### src/rtl/tmr_pkg.sv
package tmr_pkg;
    localparam int CNT_W      = 32;
    localparam int OFF_CTRL   = 'h00;
    localparam int OFF_REL0   = 'h10;
    localparam int OFF_VAL0   = 'h14;
    localparam int CNT_STRIDE = 'h08;
    localparam int OFF_CAUSE  = 'h20;
    localparam int OFF_MASK   = 'h24;

    typedef struct packed {
        logic [CNT_W-1:0] val;
        logic [CNT_W-1:0] rel;
        logic             armed;
    } cnt_state_t;
endpackage

### src/rtl/tmr_counter.sv
module tmr_counter
    import tmr_pkg::*;
(
    input  logic             clk,
    input  logic             rst_n,
    input  logic             run,
    input  logic             rld_mode,
    input  logic             wr_rel,
    input  logic             wr_val,
    input  logic [CNT_W-1:0] wdata,
    output logic [CNT_W-1:0] val,
    output logic [CNT_W-1:0] rel,
    output logic             expire
);
    cnt_state_t s_d, s_q;

    always_comb begin
        s_d    = s_q;
        expire = 1'b0;
        if (run) begin
            if (s_q.val != '0) begin
                s_d.val = s_q.val - 1'b1;
            end else if (rld_mode) begin
                s_d.val   = s_q.rel;
                s_d.armed = 1'b1;
                expire    = 1'b1;
            end else if (s_q.armed) begin
                s_d.armed = 1'b0;
                expire    = 1'b1;
            end
        end
        if (wr_val) begin
            s_d.val   = wdata;
            s_d.armed = 1'b1;
        end
        if (wr_rel) begin
            s_d.rel = wdata;
        end
    end

    always_ff @(posedge clk) begin
        if (!rst_n) s_q <= '0;
        else        s_q <= s_d;
    end

    assign val = s_q.val;
    assign rel = s_q.rel;
endmodule

### src/rtl/tmr_irq.sv
module tmr_irq #(
    parameter int NUM_CNT = 2
) (
    input  logic               clk,
    input  logic               rst_n,
    input  logic [NUM_CNT-1:0] expire,
    input  logic               wr_cause,
    input  logic               wr_mask,
    input  logic [NUM_CNT-1:0] bits_wdata,
    output logic [NUM_CNT-1:0] cause,
    output logic [NUM_CNT-1:0] mask,
    output logic               irq
);
    typedef struct packed {
        logic [NUM_CNT-1:0] cause;
        logic [NUM_CNT-1:0] mask;
    } irq_state_t;

    irq_state_t s_d, s_q;

    always_comb begin
        s_d = s_q;
        if (wr_cause) s_d.cause = s_q.cause & bits_wdata;
        s_d.cause = s_d.cause | expire;
        if (wr_mask) s_d.mask = bits_wdata;
    end

    always_ff @(posedge clk) begin
        if (!rst_n) s_q <= '0;
        else        s_q <= s_d;
    end

    assign cause = s_q.cause;
    assign mask  = s_q.mask;
    assign irq   = |(s_q.cause & s_q.mask);
endmodule

### src/rtl/dual_dn_timer.sv
module dual_dn_timer
    import tmr_pkg::*;
#(
    parameter int ADDR_W  = 8,
    parameter int NUM_CNT = 2
) (
    input  logic              clk,
    input  logic              rst_n,
    input  logic [ADDR_W-1:0] reg_addr,
    input  logic              reg_we,
    input  logic [CNT_W-1:0]  reg_wdata,
    output logic [CNT_W-1:0]  reg_rdata,
    output logic              irq
);
    localparam int CTRL_W = 2 * NUM_CNT;

    typedef struct packed {
        logic [CTRL_W-1:0] ctrl;
    } top_state_t;

    top_state_t s_d, s_q;

    logic                          wr_ctrl, wr_cause, wr_mask;
    logic [NUM_CNT-1:0]            wr_rel, wr_val, expire;
    logic [NUM_CNT-1:0][CNT_W-1:0] cnt_val, cnt_rel;
    logic [NUM_CNT-1:0]            cause, mask;

    always_comb begin
        wr_ctrl  = reg_we && (reg_addr == ADDR_W'(OFF_CTRL));
        wr_cause = reg_we && (reg_addr == ADDR_W'(OFF_CAUSE));
        wr_mask  = reg_we && (reg_addr == ADDR_W'(OFF_MASK));
        for (int i = 0; i < NUM_CNT; i++) begin
            wr_rel[i] = reg_we && (reg_addr == ADDR_W'(OFF_REL0 + i * CNT_STRIDE));
            wr_val[i] = reg_we && (reg_addr == ADDR_W'(OFF_VAL0 + i * CNT_STRIDE));
        end
        s_d = s_q;
        if (wr_ctrl) s_d.ctrl = reg_wdata[CTRL_W-1:0];
    end

    always_ff @(posedge clk) begin
        if (!rst_n) s_q <= '0;
        else        s_q <= s_d;
    end

    for (genvar g = 0; g < NUM_CNT; g++) begin : g_cnt
        tmr_counter u_cnt (
            .clk      (clk),
            .rst_n    (rst_n),
            .run      (s_q.ctrl[2*g]),
            .rld_mode (s_q.ctrl[2*g+1]),
            .wr_rel   (wr_rel[g]),
            .wr_val   (wr_val[g]),
            .wdata    (reg_wdata),
            .val      (cnt_val[g]),
            .rel      (cnt_rel[g]),
            .expire   (expire[g])
        );
    end

    tmr_irq #(.NUM_CNT(NUM_CNT)) u_irq (
        .clk        (clk),
        .rst_n      (rst_n),
        .expire     (expire),
        .wr_cause   (wr_cause),
        .wr_mask    (wr_mask),
        .bits_wdata (reg_wdata[NUM_CNT:1]),
        .cause      (cause),
        .mask       (mask),
        .irq        (irq)
    );

    always_comb begin
        reg_rdata = '0;
        if (reg_addr == ADDR_W'(OFF_CTRL))  reg_rdata[CTRL_W-1:0]  = s_q.ctrl;
        if (reg_addr == ADDR_W'(OFF_CAUSE)) reg_rdata[NUM_CNT:1]   = cause;
        if (reg_addr == ADDR_W'(OFF_MASK))  reg_rdata[NUM_CNT:1]   = mask;
        for (int i = 0; i < NUM_CNT; i++) begin
            if (reg_addr == ADDR_W'(OFF_REL0 + i * CNT_STRIDE)) reg_rdata = cnt_rel[i];
            if (reg_addr == ADDR_W'(OFF_VAL0 + i * CNT_STRIDE)) reg_rdata = cnt_val[i];
        end
    end
endmodule

### config.mk
export PLATFORM = sky130hd
export DESIGN_NAME = dual_dn_timer
export DESIGN_NICKNAME = d
export VERILOG_FILES = /design/src/rtl/tmr_pkg.sv /design/src/rtl/tmr_counter.sv /design/src/rtl/tmr_irq.sv /design/src/rtl/dual_dn_timer.sv
export SDC_FILE = /design/constraint.sdc
export NUM_CORES = 1
export LEC_CHECK = 0
export BUFFER_PORTS_ARGS = -buffer_cell sky130_fd_sc_hd__buf_2
export CAP_MARGIN = 20
export CORE_ASPECT_RATIO = 1.75
export CORE_MARGIN = 5
export CORE_UTILIZATION = 45
export CTS_BUF_LIST = sky130_fd_sc_hd__clkbuf_4
export DETAILED_ROUTE_END_ITERATION = 6
export PLACE_DENSITY = 0.63
export SLEW_MARGIN = 15
export SYNTH_ARGS = -nofsm -noshare
export SYNTH_HDL_FRONTEND = slang
export SYNTH_SLANG_ARGS = --single-unit
### constraint.sdc
create_clock -name clk -period 6.8 [get_ports clk]
set_clock_uncertainty 0.15 [all_clocks]
set_input_delay 1.36 -clock clk [delete_from_list [all_inputs] [get_ports clk]]
set_output_delay 1.36 -clock clk [all_outputs]
set_load 0.05 [all_outputs]
Yosys cells after proc, flatten, opt, wreduce, memory -nomap -nowiden
Cells that the tools add are included.
Word-level totals
  register bits after elaboration: 138
  output and inout bits: 33
  word-level logic and storage cells: 73
Operators by class
  $add $sub $neg: 2
  equal/unequal tests: 8
  multiplexer cells: 32
  bitwise gates (word level): 3
  reduce and logical (&&, ||, !) cells: 19
Operator list (number)
  2-to-1 mux 32 bit: 12
  nonzero test 32 bit: 2
  subtractor 32 x 1 -> 32 bit (second input constant): 2
  equality test 8 x 5 -> 1 bit (second input constant): 4
  equality test 8 x 6 -> 1 bit (second input constant): 2
  2-to-1 mux 1 bit: 16
  logical NOT 8 bit: 1
  AND reduction 2 bit: 4
  logical AND 1 bit: 7
  2-to-1 mux 2 bit: 3
  nonzero test 3 bit: 2
  bitwise AND 2 bit: 2
  2-to-1 mux 4 bit: 1
  inequality test 2 x 1 -> 1 bit (second input constant): 2
  nonzero test 2 bit: 2
  OR 2 bit: 1
  OR reduction 2 bit: 1

Longest topological paths before layout
  word-level depth: 8
  mapped depth: 11
  mapped depth without buffers: 9

Modules after synthesis
A second synthesis with hierarchy kept.
Second synthesis, totals
  cells, all modules: 1195
  area, all modules: 9924.5 um^2
By module, submodules not included
  tmr_counter: instances 2, cells each 519, area each 4181.5 um^2, sequential area each 1301.2 um^2
  dual_dn_timer: instances 1, cells each 142, area each 1410.1 um^2, sequential area each 80.1 um^2
  tmr_irq: instances 1, cells each 15, area each 151.4 um^2, sequential area each 80.1 um^2

Worst setup path before layout
No wires, ideal clock.
  path type: input -> output
  from: in reg_addr[2]
  to: out reg_rdata[1]
  arrival time: 3.501 ns
  data required time: 5.290 ns
  path slack: 1.789 ns
  cell stages on the path: 7
  path buffers: 3
  cells stage by stage: clkbuf_1 -> buf_1 -> clkbuf_1 -> nor2_1 -> a21oi_1 -> o21ai_0 -> a32oi_1
Between the ends
  cells in the longest elaborated chain, start to end: 8
  elaborated cells between the ends (all ways): 14
  those cells by class: 6 x eq/ne; 7 x mux; 1 x reduce/logical
RTL lines
  from (decl): RTL line dual_dn_timer.sv:9  | input logic [ADDR_W-1:0] reg_addr,
  logical NOT 8 bit: RTL line dual_dn_timer.sv:74  | if (reg_addr == ADDR_W'(OFF_CTRL)) reg_rdata[CTRL_W-1:0] = s_q.ctrl;
  2-to-1 mux 4 bit: RTL line dual_dn_timer.sv:74
  2-to-1 mux 2 bit: RTL line dual_dn_timer.sv:75  | if (reg_addr == ADDR_W'(OFF_CAUSE)) reg_rdata[NUM_CNT:1] = cause;
  2-to-1 mux 2 bit: RTL line dual_dn_timer.sv:76  | if (reg_addr == ADDR_W'(OFF_MASK)) reg_rdata[NUM_CNT:1] = mask;
  2-to-1 mux 32 bit: RTL line dual_dn_timer.sv:78  | if (reg_addr == ADDR_W'(OFF_REL0 + i * CNT_STRIDE)) reg_rdata = cnt_rel[i];
  2-to-1 mux 32 bit: RTL line dual_dn_timer.sv:79  | if (reg_addr == ADDR_W'(OFF_VAL0 + i * CNT_STRIDE)) reg_rdata = cnt_val[i];
  2-to-1 mux 32 bit: RTL line dual_dn_timer.sv:78
  2-to-1 mux 32 bit *: RTL line dual_dn_timer.sv:79
  to (decl): RTL line dual_dn_timer.sv:12  | output logic [CNT_W-1:0] reg_rdata,
Mark *: on every way between the ends. The rest lies on a longest branch, timed or not.

Worst setup path in the final report
  from: in reg_addr[1]
  to: out reg_rdata[24]
Between the ends
  cells in the longest elaborated chain, start to end: 5
  elaborated cells between the ends (all ways): 8
  those cells by class: 4 x eq/ne; 4 x mux
RTL lines (RTL line)
  equality test 8 x 5 -> 1 bit: dual_dn_timer.sv:78
  2-to-1 mux 32 bit: dual_dn_timer.sv:78
  2-to-1 mux 32 bit: dual_dn_timer.sv:79
  2-to-1 mux 32 bit: dual_dn_timer.sv:78
  2-to-1 mux 32 bit *: dual_dn_timer.sv:79
Marked as above.

==> key figures <==
Outcome
  • Outcome: finished clean

Logic synthesis
  • Synth area leader: dfxtp_1
  • Cells after synthesis: 1049
  • Register area share after synthesis: 0.335
  • #FFs+latches synth: 138
  • Synth top area cells: dfxtp_1 34%, nand2_1 9.4%, mux4_2 7.7%, a21oi_1 6.9%, clkbuf_1 3.1%
  • Most frequent cell after synthesis: nand2_1
  • Synth cell types: 70
  • Synth top area share: 0.335
  • Number of flops mapped to enable cells by yosys: 0
  • Post-Syn Area: 8240 sq um
  • Yosys warnings: 0
  • Syn Area/Cell: 7.86 sq um
  • Asr flop ratio synth: 0
  • Synth top cells by count: 206 x nand2_1, 138 x dfxtp_1, 114 x a21oi_1
  • Synth Flop Type: dfxtp_1
  • Syn Nets: 1095

Clock tree
  • Worst-Skew Late Latency: 580 ps
  • # Post-CTS Setup Buffers: 0
  • CTS tree: built
  • Clock H-tree levels: 4
  • CTS resizes: 0
  • Reg clk slew, reported paths: 140 ps
  • Clock sinks: 138
  • Clock Root Buffer: clkbuf_4
  • CTS Hold Bufs: 0
  • Clock tree buffer depth: 2
  • TritonCTS Buffers: 17

Worst setup path
  • WS Path Type: in -> out
  • Worst path required time: 5290 ps
  • CP Data Arrival Time: 3640 ps
  • Crit-path max FO: 20
  • CP endpoint kind: output port
  • Startpoint Class: input pin

Layout
  • Layout area overhead: 9.38%
  • Final nets: 1126
  • Share of cells above drive strength 1: 0.164
  • Fin util: 0.499
  • FILL cells: 1847

Drt
  • Vias per Instance: 6.37
  • DR iter-0 viols: 859
  • Final ANT Viol Nets: 0
  • Average routed wire per standard cell: 23.0 um
  • Final WL: 30.5 mm
  • # DRC: 0
  • Via total after detailed routing: 8458
  • DR pass1 iterations: 6

GRT
  • Total track usage: 0.287
  • Initial antenna violation count: 2
  • Number of global-route vias before repair: 8310
  • Global-route wire length before repair: 47.5 mm
  • Pin count of the biggest net entering global routing: 52
  • Grt ovf: 0

Floorplan
  • Top-Level Pins: 76
  • Core area: 18100 sq um
  • Die height: 189 um
  • Rows: 65
  • Full die area: 21200 sq um
  • Initial core utilization: 0.457
  • Die Width: 112 um

Timing
  • Fin crit period: 5150 ps
  • RSZ-0062 raised after global routing: false
  • Worst slew pin tran: 1070 ps
  • Total negative slack: 0 ps
  • Max-slew headroom: 0.284
  • Final period util: 0.757
  • Final slew viol count: 0
  • Hold Vio Cnt, Final: 0
  • Peak Freq: 0.194 GHz
  • Final number of setup-violating endpoints: 0

Place
  • Gpl congestion: 0.869
  • Port bufs: 75
  • DPL Wire Length: 20.8 mm

Pwr
  • Clock group share of total power: 0.368
  • Leak pwr: 0.00323 uW
  • Peak VDD IR: 112 uV
  • PD cells: 165 nW/um^2
  • Pint: 1060 uW
  • Logic pwr share: 0.087
  • Final Power: 1490 uW
  • Part of the power in registers: 0.545
  • Psw: 430 uW
  • Switching power share of the total: 0.289

Min path
  • Tightest Hold Check Type: reg -> reg

Run
  • Total of max-cap violations: 0
## cell type report
type,count,area [sq um],share of cell area
multi-input cells,817,5110,0.567
clock inverters,14,133,0.0147
flip-flops and latches,138,2760,0.306
well taps,234,293,0.0325
repair buffers,100,563,0.0624
inverters,6,23.8,0.00264
clock buffers,17,128,0.0142
diodes,1,2.50,0.000278
## final timing paths
path | start | end | slack, ps | depth (start not counted)
worst max-delay path | reg_addr[1] | reg_rdata[24] | 1650 | 6
worst min-delay path | g_cnt[1].u_cnt.rel[6]$_SDFFE_PN0P_ | g_cnt[1].u_cnt.rel[6]$_SDFFE_PN0P_ | 330 | 2
worst max register to register | g_cnt[1].u_cnt.val[20]$_SDFFE_PN0P_ | g_cnt[1].u_cnt.val[31]$_SDFFE_PN0P_ | 2450 | 7
worst min register to register | g_cnt[1].u_cnt.rel[6]$_SDFFE_PN0P_ | g_cnt[1].u_cnt.rel[6]$_SDFFE_PN0P_ | 330 | 2
## cells in the final DEF (no fill, tap or decap), drive strengths merged, types with 10 or more instances in the layout
cell type / instances
o22ai: 15
o21ai: 50
nor4: 13
dfxtp: 138
and2: 31
nor3: 25
clkinv: 10
a211oi: 17
a22oi: 14
nand3: 35
a221o: 17
a21oi: 114
buf: 100
a31oi: 13
or3: 12
or4: 10
nand2: 207
clkbuf: 17
o211ai: 16
mux4: 28
xor2: 13
nor2: 64
xnor2: 17
## layer usage
metal / up-vias / part of all wire / GRT usage
li1: 3909 / - / -
met1: 4046 / 0.37 / 0.330
met2: 387 / 0.50 / 0.501
met3: 114 / 0.063 / 0.0419
met4: 2 / 0.063 / 0.171
met5: - / 0.00039 / 0
## power by group through the flow
stage / logic [uW] / registers, uW / clock network, uW
finish: 130 / 812 / 548
CTS: 128 / 812 / 553
global placement: 127 / 829 / 0
floorplan: 75.9 / 829 / 0
global route: 140 / 812 / 588
detailed placement: 127 / 829 / 0
## cells by family after synthesis
family	after synthesis	share of synthesized area
adders and majority gates	3	0.00455
DFF	138	0.335
buffers and inverters	94	0.0466
xor gates and xnor gates	30	0.0319
muxes	39	0.0902
and+or+nand+nor	437	0.248
AOI/OAI and AO/OA	308	0.244
## sequential cells by signal, summed over array words and instances, names as in the netlist
register / flops
g_cnt.u_cnt.s_q: 2
g_cnt.u_cnt.val: 64
s_q: 4
g_cnt.u_cnt.rel: 64
u_irq.mask: 2
u_irq.cause: 2
## metrics by stage
stage	worst slack [ps]	hold WS, ps	cell area [sq um]	instances
3_3_place_gp	1730	304	8750	1294
4_1_cts	1650	329	9010	1326
5_1_grt	1500	351	9020	1327
2_1_floorplan	1790	292	8240	1049
3_5_place_dp	1660	312	8750	1295
6_report	1650	331	9020	1327
## critical path: stages
cell and delay [ps]:
buf_2 90, or4_1 590, nor3b_2 790, buf_4 350
and2_1 180, buf_2 270
(Power assumes the default switching activity.)
